`src/rtl/fpm_pkg.sv`:
```
package fpm_pkg;
    localparam int FPM_EXP_W = 6;
    localparam int FPM_MAN_W = 16;

    typedef enum logic [1:0] {
        RES_NORM,
        RES_ZERO,
        RES_SAT
    } res_cls_e;
endpackage

```
`src/rtl/fpm_unpack.sv`:
```
module fpm_unpack #(
    parameter int EXP_W = fpm_pkg::FPM_EXP_W,
    parameter int MAN_W = fpm_pkg::FPM_MAN_W,
    localparam int W = EXP_W + 1 + MAN_W
) (
    input  logic             clk,
    input  logic             rst,
    input  logic             in_valid,
    input  logic [W-1:0]     in_a,
    input  logic [W-1:0]     in_b,
    output logic             s1_valid,
    output logic [MAN_W:0]   s1_mant [2],
    output logic [EXP_W:0]   s1_esum,
    output logic             s1_sign,
    output logic             s1_zero
);
    logic [W-1:0] ops [2];
    logic [1:0]   op_zero;

    assign ops[0] = in_a;
    assign ops[1] = in_b;

    // Restore the hidden one of each operand and flag a zero exponent.
    for (genvar i = 0; i < 2; i++) begin : g_op
        assign op_zero[i] = (ops[i][W-1 -: EXP_W] == '0);
        always_ff @(posedge clk) begin
            if (rst) begin
                s1_mant[i] <= '0;
            end else if (in_valid) begin
                s1_mant[i] <= {1'b1, ops[i][MAN_W-1:0]};
            end
        end
    end

    always_ff @(posedge clk) begin
        if (rst) begin
            s1_valid <= 1'b0;
            s1_esum  <= '0;
            s1_sign  <= 1'b0;
            s1_zero  <= 1'b0;
        end else begin
            s1_valid <= in_valid;
            if (in_valid) begin
                s1_esum <= {1'b0, in_a[W-1 -: EXP_W]} + {1'b0, in_b[W-1 -: EXP_W]};
                s1_sign <= in_a[MAN_W] ^ in_b[MAN_W];
                s1_zero <= |op_zero;
            end
        end
    end
endmodule

```
`src/rtl/fpm_mant_mul.sv`:
```
module fpm_mant_mul #(
    parameter int EXP_W = fpm_pkg::FPM_EXP_W,
    parameter int MAN_W = fpm_pkg::FPM_MAN_W,
    localparam int PW = 2 * (MAN_W + 1)
) (
    input  logic             clk,
    input  logic             rst,
    input  logic             s1_valid,
    input  logic [MAN_W:0]   s1_mant [2],
    input  logic [EXP_W:0]   s1_esum,
    input  logic             s1_sign,
    input  logic             s1_zero,
    output logic             s2_valid,
    output logic [PW-1:0]    s2_prod,
    output logic [EXP_W:0]   s2_esum,
    output logic             s2_sign,
    output logic             s2_zero
);
    always_ff @(posedge clk) begin
        if (rst) begin
            s2_valid <= 1'b0;
            s2_prod  <= '0;
            s2_esum  <= '0;
            s2_sign  <= 1'b0;
            s2_zero  <= 1'b0;
        end else begin
            s2_valid <= s1_valid;
            if (s1_valid) begin
                s2_prod <= PW'(s1_mant[0]) * PW'(s1_mant[1]);
                s2_esum <= s1_esum;
                s2_sign <= s1_sign;
                s2_zero <= s1_zero;
            end
        end
    end
endmodule

```
`src/rtl/fpm_normalize.sv`:
```
module fpm_normalize
    import fpm_pkg::*;
#(
    parameter int EXP_W = fpm_pkg::FPM_EXP_W,
    parameter int MAN_W = fpm_pkg::FPM_MAN_W,
    parameter int BIAS  = fpm_pkg::FPM_MAN_W,
    localparam int PW   = 2 * (MAN_W + 1),
    localparam int ES_W = EXP_W + 3,
    localparam int W    = EXP_W + 1 + MAN_W
) (
    input  logic             clk,
    input  logic             rst,
    input  logic             s2_valid,
    input  logic [PW-1:0]    s2_prod,
    input  logic [EXP_W:0]   s2_esum,
    input  logic             s2_sign,
    input  logic             s2_zero,
    output logic             out_valid,
    output logic [W-1:0]     out_word
);
    localparam logic [ES_W-1:0] EMAX = ES_W'((1 << EXP_W) - 1);

    logic             top_set;
    logic [MAN_W-1:0] man_n;
    logic [ES_W-1:0]  e_val;
    res_cls_e         cls;
    logic [W-1:0]     nxt_word;

    always_comb begin
        top_set = s2_prod[PW-1];
        man_n   = top_set ? s2_prod[PW-2 -: MAN_W] : s2_prod[PW-3 -: MAN_W];
        e_val   = {2'b00, s2_esum} - ES_W'(BIAS) - ES_W'(!top_set);
        if (s2_zero || e_val[ES_W-1] || (e_val == '0)) begin
            cls = RES_ZERO;
        end else if (e_val > EMAX) begin
            cls = RES_SAT;
        end else begin
            cls = RES_NORM;
        end
    end

    always_comb begin
        unique case (cls)
            RES_ZERO: nxt_word = '0;
            RES_SAT:  nxt_word = {EMAX[EXP_W-1:0], s2_sign, {MAN_W{1'b1}}};
            RES_NORM: nxt_word = {e_val[EXP_W-1:0], s2_sign, man_n};
            default:  nxt_word = '0;
        endcase
    end

    always_ff @(posedge clk) begin
        if (rst) begin
            out_valid <= 1'b0;
            out_word  <= '0;
        end else begin
            out_valid <= s2_valid;
            if (s2_valid) begin
                out_word <= nxt_word;
            end
        end
    end
endmodule

```
`src/rtl/fpm_mul_top.sv`:
```
module fpm_mul_top #(
    parameter int EXP_W = fpm_pkg::FPM_EXP_W,
    parameter int MAN_W = fpm_pkg::FPM_MAN_W,
    localparam int W  = EXP_W + 1 + MAN_W,
    localparam int PW = 2 * (MAN_W + 1)
) (
    input  logic         clk,
    input  logic         rst,
    input  logic         in_valid,
    input  logic [W-1:0] in_a,
    input  logic [W-1:0] in_b,
    output logic         out_valid,
    output logic [W-1:0] out_prod
);
    logic             s1_valid, s1_sign, s1_zero;
    logic [MAN_W:0]   s1_mant [2];
    logic [EXP_W:0]   s1_esum;
    logic             s2_valid, s2_sign, s2_zero;
    logic [PW-1:0]    s2_prod;
    logic [EXP_W:0]   s2_esum;

    fpm_unpack #(.EXP_W(EXP_W), .MAN_W(MAN_W)) unpack_i (
        .clk(clk), .rst(rst), .in_valid(in_valid), .in_a(in_a), .in_b(in_b),
        .s1_valid(s1_valid), .s1_mant(s1_mant), .s1_esum(s1_esum),
        .s1_sign(s1_sign), .s1_zero(s1_zero)
    );

    fpm_mant_mul #(.EXP_W(EXP_W), .MAN_W(MAN_W)) mul_i (
        .clk(clk), .rst(rst), .s1_valid(s1_valid), .s1_mant(s1_mant),
        .s1_esum(s1_esum), .s1_sign(s1_sign), .s1_zero(s1_zero),
        .s2_valid(s2_valid), .s2_prod(s2_prod), .s2_esum(s2_esum),
        .s2_sign(s2_sign), .s2_zero(s2_zero)
    );

    fpm_normalize #(.EXP_W(EXP_W), .MAN_W(MAN_W), .BIAS(MAN_W)) norm_i (
        .clk(clk), .rst(rst), .s2_valid(s2_valid), .s2_prod(s2_prod),
        .s2_esum(s2_esum), .s2_sign(s2_sign), .s2_zero(s2_zero),
        .out_valid(out_valid), .out_word(out_prod)
    );
endmodule

```
`config.mk`:
```
export PLATFORM = sky130hd
export DESIGN_NAME = fpm_mul_top
export DESIGN_NICKNAME = d
export VERILOG_FILES = /design/src/rtl/fpm_pkg.sv /design/src/rtl/fpm_unpack.sv /design/src/rtl/fpm_mant_mul.sv /design/src/rtl/fpm_normalize.sv /design/src/rtl/fpm_mul_top.sv
export SDC_FILE = /design/constraint.sdc
export NUM_CORES = 1
export LEC_CHECK = 0
export BUFFER_PORTS_ARGS = -buffer_cell sky130_fd_sc_hd__buf_2
export CAP_MARGIN = 20
export CORE_MARGIN = 4
export CORE_UTILIZATION = 58
export DETAILED_ROUTE_END_ITERATION = 12
export GPL_TIMING_DRIVEN = 0
export PLACE_DENSITY = 0.79
export SETUP_SLACK_MARGIN = 0.02
export SLEW_MARGIN = 0
export SYNTH_ARGS = -nofsm -noshare
export SYNTH_HDL_FRONTEND = slang
export SYNTH_HIERARCHICAL = 1
export SYNTH_SLANG_ARGS = --single-unit
```
`constraint.sdc`:
```
create_clock -name clk -period 5.3 [get_ports clk]
set_input_delay 0.265 -clock clk [delete_from_list [all_inputs] [get_ports clk]]
set_output_delay 0.265 -clock clk [all_outputs]
set_load 0.01 [all_outputs]
```
**Word-level counts from Yosys, hierarchy flattened**

Index checks and enable logic that the tools add are counted.
W data, S select, Z words.

- Register bits after elaboration: 112
- Input bits: 49
- Output and inout bits: 24
- Word-level logic and storage cells: 32

- $add $sub $neg: 3
- $mul: 1
- Magnitude comparators: 1
- Eq/ne operators: 1
- Mux-type cells: 4
- Bitwise gates (word level): 1
- Reductions and logical operators: 8

Operators with widths:

| kind | count |
|---|---|
| $pmux W23 S2 | 1 |
| $mul A17 B17 Y34 | 1 |
| $mux W16 | 1 |
| $logic_not A6 Y1 | 2 |
| $gt A9 B6 Y1 const B | 1 |
| $logic_not A9 Y1 | 1 |
| $sub A9 B1 Y9 | 1 |
| $sub A7 B5 Y8 const B | 1 |
| $add A6 B6 Y7 | 1 |
| $mux W2 | 2 |
| $eq A2 B2 Y1 const B | 1 |
| $logic_not A2 Y1 | 1 |
| $logic_or A1 B1 Y1 | 2 |
| $reduce_or A2 Y1 | 1 |
| $logic_not A1 Y1 | 1 |
| $xor A1 B1 Y1 | 1 |

**Longest topological paths before layout**

- Depth after elaboration: 7
- Depth in mapped cells: 22
- Depth with buffers taken out: 21

**Modules after synthesis**

Netlist, hierarchy kept.

By module, submodules not included:

| module | instances | cells each | area each (um2) | seq. area each (um2) |
|---|---|---|---|---|
| fpm_mant_mul | 1 | 1296 | 11290.8 | 880.8 |
| fpm_unpack | 1 | 177 | 1774.2 | 860.8 |
| fpm_normalize | 1 | 159 | 1526.5 | 480.5 |

**Worst setup path after synthesis**

Ideal clock, no wire load.

- Path type: reg-to-reg
- From: register unpack_i/s1_mant[8] (netlist name)
- To: register mul_i.s2_prod[28]
- Library setup time: 95 ps
- Data arrival time: 5706 ps
- Data required time: 5205 ps
- Slack: -502 ps
- Cell stages (with the launch flop): 23
- Path buffers: 2
- Clock period less this slack: 5802 ps
- Cells stage by stage: dfxtp_1 > clkbuf_1 > nand2_1 > fa_1 > inv_1 > fa_1 > inv_1 > fa_1 > inv_1 > fa_1 > fa_1 > inv_1 > fa_1 > inv_1 > ha_1 > buf_6 > nand4_1 > o31ai_1 > a31oi_1 > a211oi_2 > a211oi_2 > or4b_1 > o311ai_1

- Longest elaborated chain between the ends: 1

RTL lines:

| what | line | text |
|---|---|---|
| start, declared | fpm_unpack.sv:12 | `output logic [MAN_W:0] s1_mant [2],` |
| start signal, assigned by index | fpm_unpack.sv:30 | `s1_mant[i] <= {1'b1, ops[i][MAN_W-1:0]};` |
| $mul A17 B17 Y34 | fpm_mant_mul.sv:29 | `s2_prod <= PW'(s1_mant[0]) * PW'(s1_mant[1]);` |
| end signal, assigned | fpm_mant_mul.sv:29 |  |
| end, declared | fpm_mant_mul.sv:14 | `output logic [PW-1:0] s2_prod,` |

No other way between the ends.
A chain may end at the register's enable or synchronous reset.

**Worst setup path in the final report**

- From: register unpack_i/s1_mant[6] (netlist name)
- To: register mul_i.s2_prod[28]

Same word-level chain as after synthesis.

==> results by group <==
Outcome
  • Outcome: finished with violations
  • Failing checks: setup timing

CTS
  • CTS max path bufs: 2
  • Clock sinks: 95
  • H-Tree Depth: 3
  • Clock latency on the worst-skew pair: 370 ps
  • CTS root buf: clkbuf_16
  • CTS tree: built
  • Reg clk slew, reported paths: 90 ps
  • Hold-fix buffers at CTS: 0
  • CTS Buf Count: 9

Final layout
  • Area Growth Syn to Fin: 19.5%
  • Most common cell after layout, fill and taps aside: inv_1
  • Most frequent cells in the layout: inv_1, fa_1, nand2_1, and2_1, ha_1
  • Antenna Cells: 0
  • FILL cells: 1756
  • Nets: 2100
  • Utilization after layout: 70.6%
  • Share of cells above drive strength 1: 22.2%
  • Final instance area: 16600 µm²

Critical path
  • Slowest Stage Delay on Critical Path: 550 ps
  • Crit Path Max Fanout: 6
  • Buffers and inverters on the worst path: 7
  • Worst-case reg-to-reg path depth: 22
  • Top delay family on crit path: adder cells
  • Reg-to-Reg Start: unpack_i/s1_mant[6]$_SDFFE_PP0P_
  • Setup slack, reg-to-reg: -700 ps
  • Critical path launch point type: register
  • Crit path top cell by count: fa_1
  • CP endpoint kind: register
  • WS Path Type: reg2reg
  • RR Endpoint: mul_i/s2_prod[28]$_SDFFE_PP0P_
  • CP max stage cell: fa_1
  • Worst EP required: 5570 ps
  • Crit path cell chain: buf_6 > buf_6 > and2_4 > fa_1 > inv_1 > fa_1 > fa_1 > inv_2 > fa_1 > fa_1 > inv_1 > fa_1 > inv_2 > ha_4 > buf_6 > nand2_2 > o31ai_4 > a31oi_4 > a211oi_2 > a211oi_2 > or4b_1 > o311ai_1
  • WP data arrival: 6270 ps

Synth
  • Syn Inst Count: 1558
  • Post-Syn Area per Cell: 8.92 µm²
  • Synth warn: 6
  • Synthesized cell area: 13900 µm²
  • Mapped Nets: 1951

Pwr
  • Combinational power share: 44.6%
  • Total power: 2760 µW
  • PD cells: 166 nW/µm²
  • P_sw: 1100 µW
  • Int Pwr: 1670 µW
  • Switching portion of total power: 39.8%
  • LEAKAGE: 0.00815 µW
  • Sequential share of power: 29.2%
  • Maximum vdd ir drop: 0.189 mV
  • Clock share of power: 26.2%

Drt
  • 1st-iter DRT viols: 963
  • DR WL/cell: 19.2 µm
  • Via density per instance: 5.65
  • Pre-antenna DRT Iters: 6
  • Final antenna-violating net count: 0
  • Vias: 11500
  • Aggregate routed wire length: 39100 µm
  • DRC: 0

STA
  • Fmax: 167 MHz
  • RSZ-0062 raised after global routing: true
  • Worst-Margin Slew: 875 ps
  • Max Slew Vio Count: 0
  • Slew HR: 41.6%
  • Final Cycle Share: 113%
  • Final Setup Violations: 18
  • Hold violation count in the final report: 0
  • Post-route setup slack: -704 ps
  • Clock Skew: 16.8 ps
  • Min Tclk post-route: 6000 ps

GRT
  • Tot GR Track Use: 30.0%
  • Vias in the first global route: 12000
  • First-pass GRT wire length: 62400 µm
  • Initial antenna violation count: 0
  • Pin count of the biggest net entering global routing: 20
  • Grt total ovfl: 0

Hold path
  • Hold WC Path Type: in2reg
  • Hold Path Depth: 3
  • Hold_sp: in_b[15]
  • Hold worst-path end: unpack_i/s1_mant[15]$_SDFFE_PP0P_

Placed design
  • Port bufs: 71
  • Post-detail-place hpwl: 29100 µm
  • RD Place Congestion: 0.961
  • DP Area: 15000 µm²

Job
  • Max Cap Violations: 0

Floorplan
  • Ports: 73
  • Die W: 163 µm
  • Initial Util: 59.0%
  • Die Area: 26500 µm²
  • # rows: 56
  • Die height: 163 µm
  • Core area: 23500 µm²
==> state kept, by name, summed over array words and instances (netlist names) <==
signal	count
unpack_i/s1_valid	1
unpack_i/s1_mant	33
mul_i/s2_zero	1
mul_i/s2_valid	1
mul_i/s2_sign	1
unpack_i/s1_esum	7
norm_i/out_valid	1
mul_i/s2_prod	18
norm_i/out_word	23
mul_i/s2_esum	7
unpack_i/s1_sign	1
unpack_i/s1_zero	1
==> final cells by class <==
class / instances / area (µm²) / area share [%]
Timing Repair Buffer: 140 / 948 / 5.71
Multi-Input combinational cell: 1090 / 11000 / 66.1
Inverter: 298 / 1120 / 6.73
Sequential cell: 95 / 2020 / 12.1
Tap cell: 319 / 399 / 2.40
Clock buffer: 9 / 225 / 1.36
Clock inverter: 7 / 98.8 / 0.595
Buffer: 73 / 828 / 4.99
==> worst max-delay path by stage <==
stage | slack, ps | to | cells after the start | start
final | -700 | mul_i/s2_prod[28]$_SDFFE_PP0P_ | 22 | unpack_i/s1_mant[6]$_SDFFE_PP0P_
after global routing | -820 | mul_i/s2_prod[28]$_SDFFE_PP0P_ | 22 | unpack_i/s1_mant[6]$_SDFFE_PP0P_
after CTS | -580 | mul_i/s2_prod[28]$_SDFFE_PP0P_ | 20 | unpack_i/s1_mant[6]$_SDFFE_PP0P_
after detailed placement | -1060 | mul_i/s2_prod[28]$_SDFFE_PP0P_ | 22 | unpack_i/s1_mant[20]$_SDFFE_PP0P_
after global placement | -1000 | mul_i/s2_prod[28]$_SDFFE_PP0P_ | 22 | unpack_i/s1_mant[20]$_SDFFE_PP0P_
after floorplan | -230 | mul_i/s2_prod[28]$_SDFFE_PP0P_ | 22 | unpack_i/s1_mant[24]$_SDFFE_PP0P_
==> metal layers <==
metal	global-route usage, %	wire length [µm]	vias to the layer above
met1	39.1	15400	5720
met2	50.5	18900	476
met4	10.4	1600	0
met5	0	0	-
li1	-	-	5148
met3	5.49	3280	129
==> stage by stage <==
step	setup TNS (ps)	hold WS, ps	instances	setup slack [ps]
after detailed placement	-13890	461	1948	-1060
after floorplan	-747	411	1558	-227
after global placement	-13270	455	1948	-999
after CTS	-6710	123	2011	-583
after global routing	-10570	141	2031	-820
final	-8170	128	2031	-704
==> power by group through the flow <==
stage / logic (µW) / clock network, µW / registers, µW
final: 1230 / 725 / 806
after detailed placement: 946 / 0 / 844
after CTS: 1080 / 738 / 808
after global placement: 925 / 0 / 843
after floorplan: 696 / 0 / 803
after global routing: 1340 / 762 / 810
==> tightest hold or removal path, cell delays in order <==
cell and delay [ps]:
buf_2 70, mux2i_1 60, nor2_1 70
==> what timing repair did <==
action	4_1_cts	5_1_grt
setup buffers	49	20
hold endpoints to repair	0	0
pin swaps	51	49
setup endpoints to repair	18	18
gates cloned	0	0
resized for setup	117	55
Power figures use the tool's default switching activity.
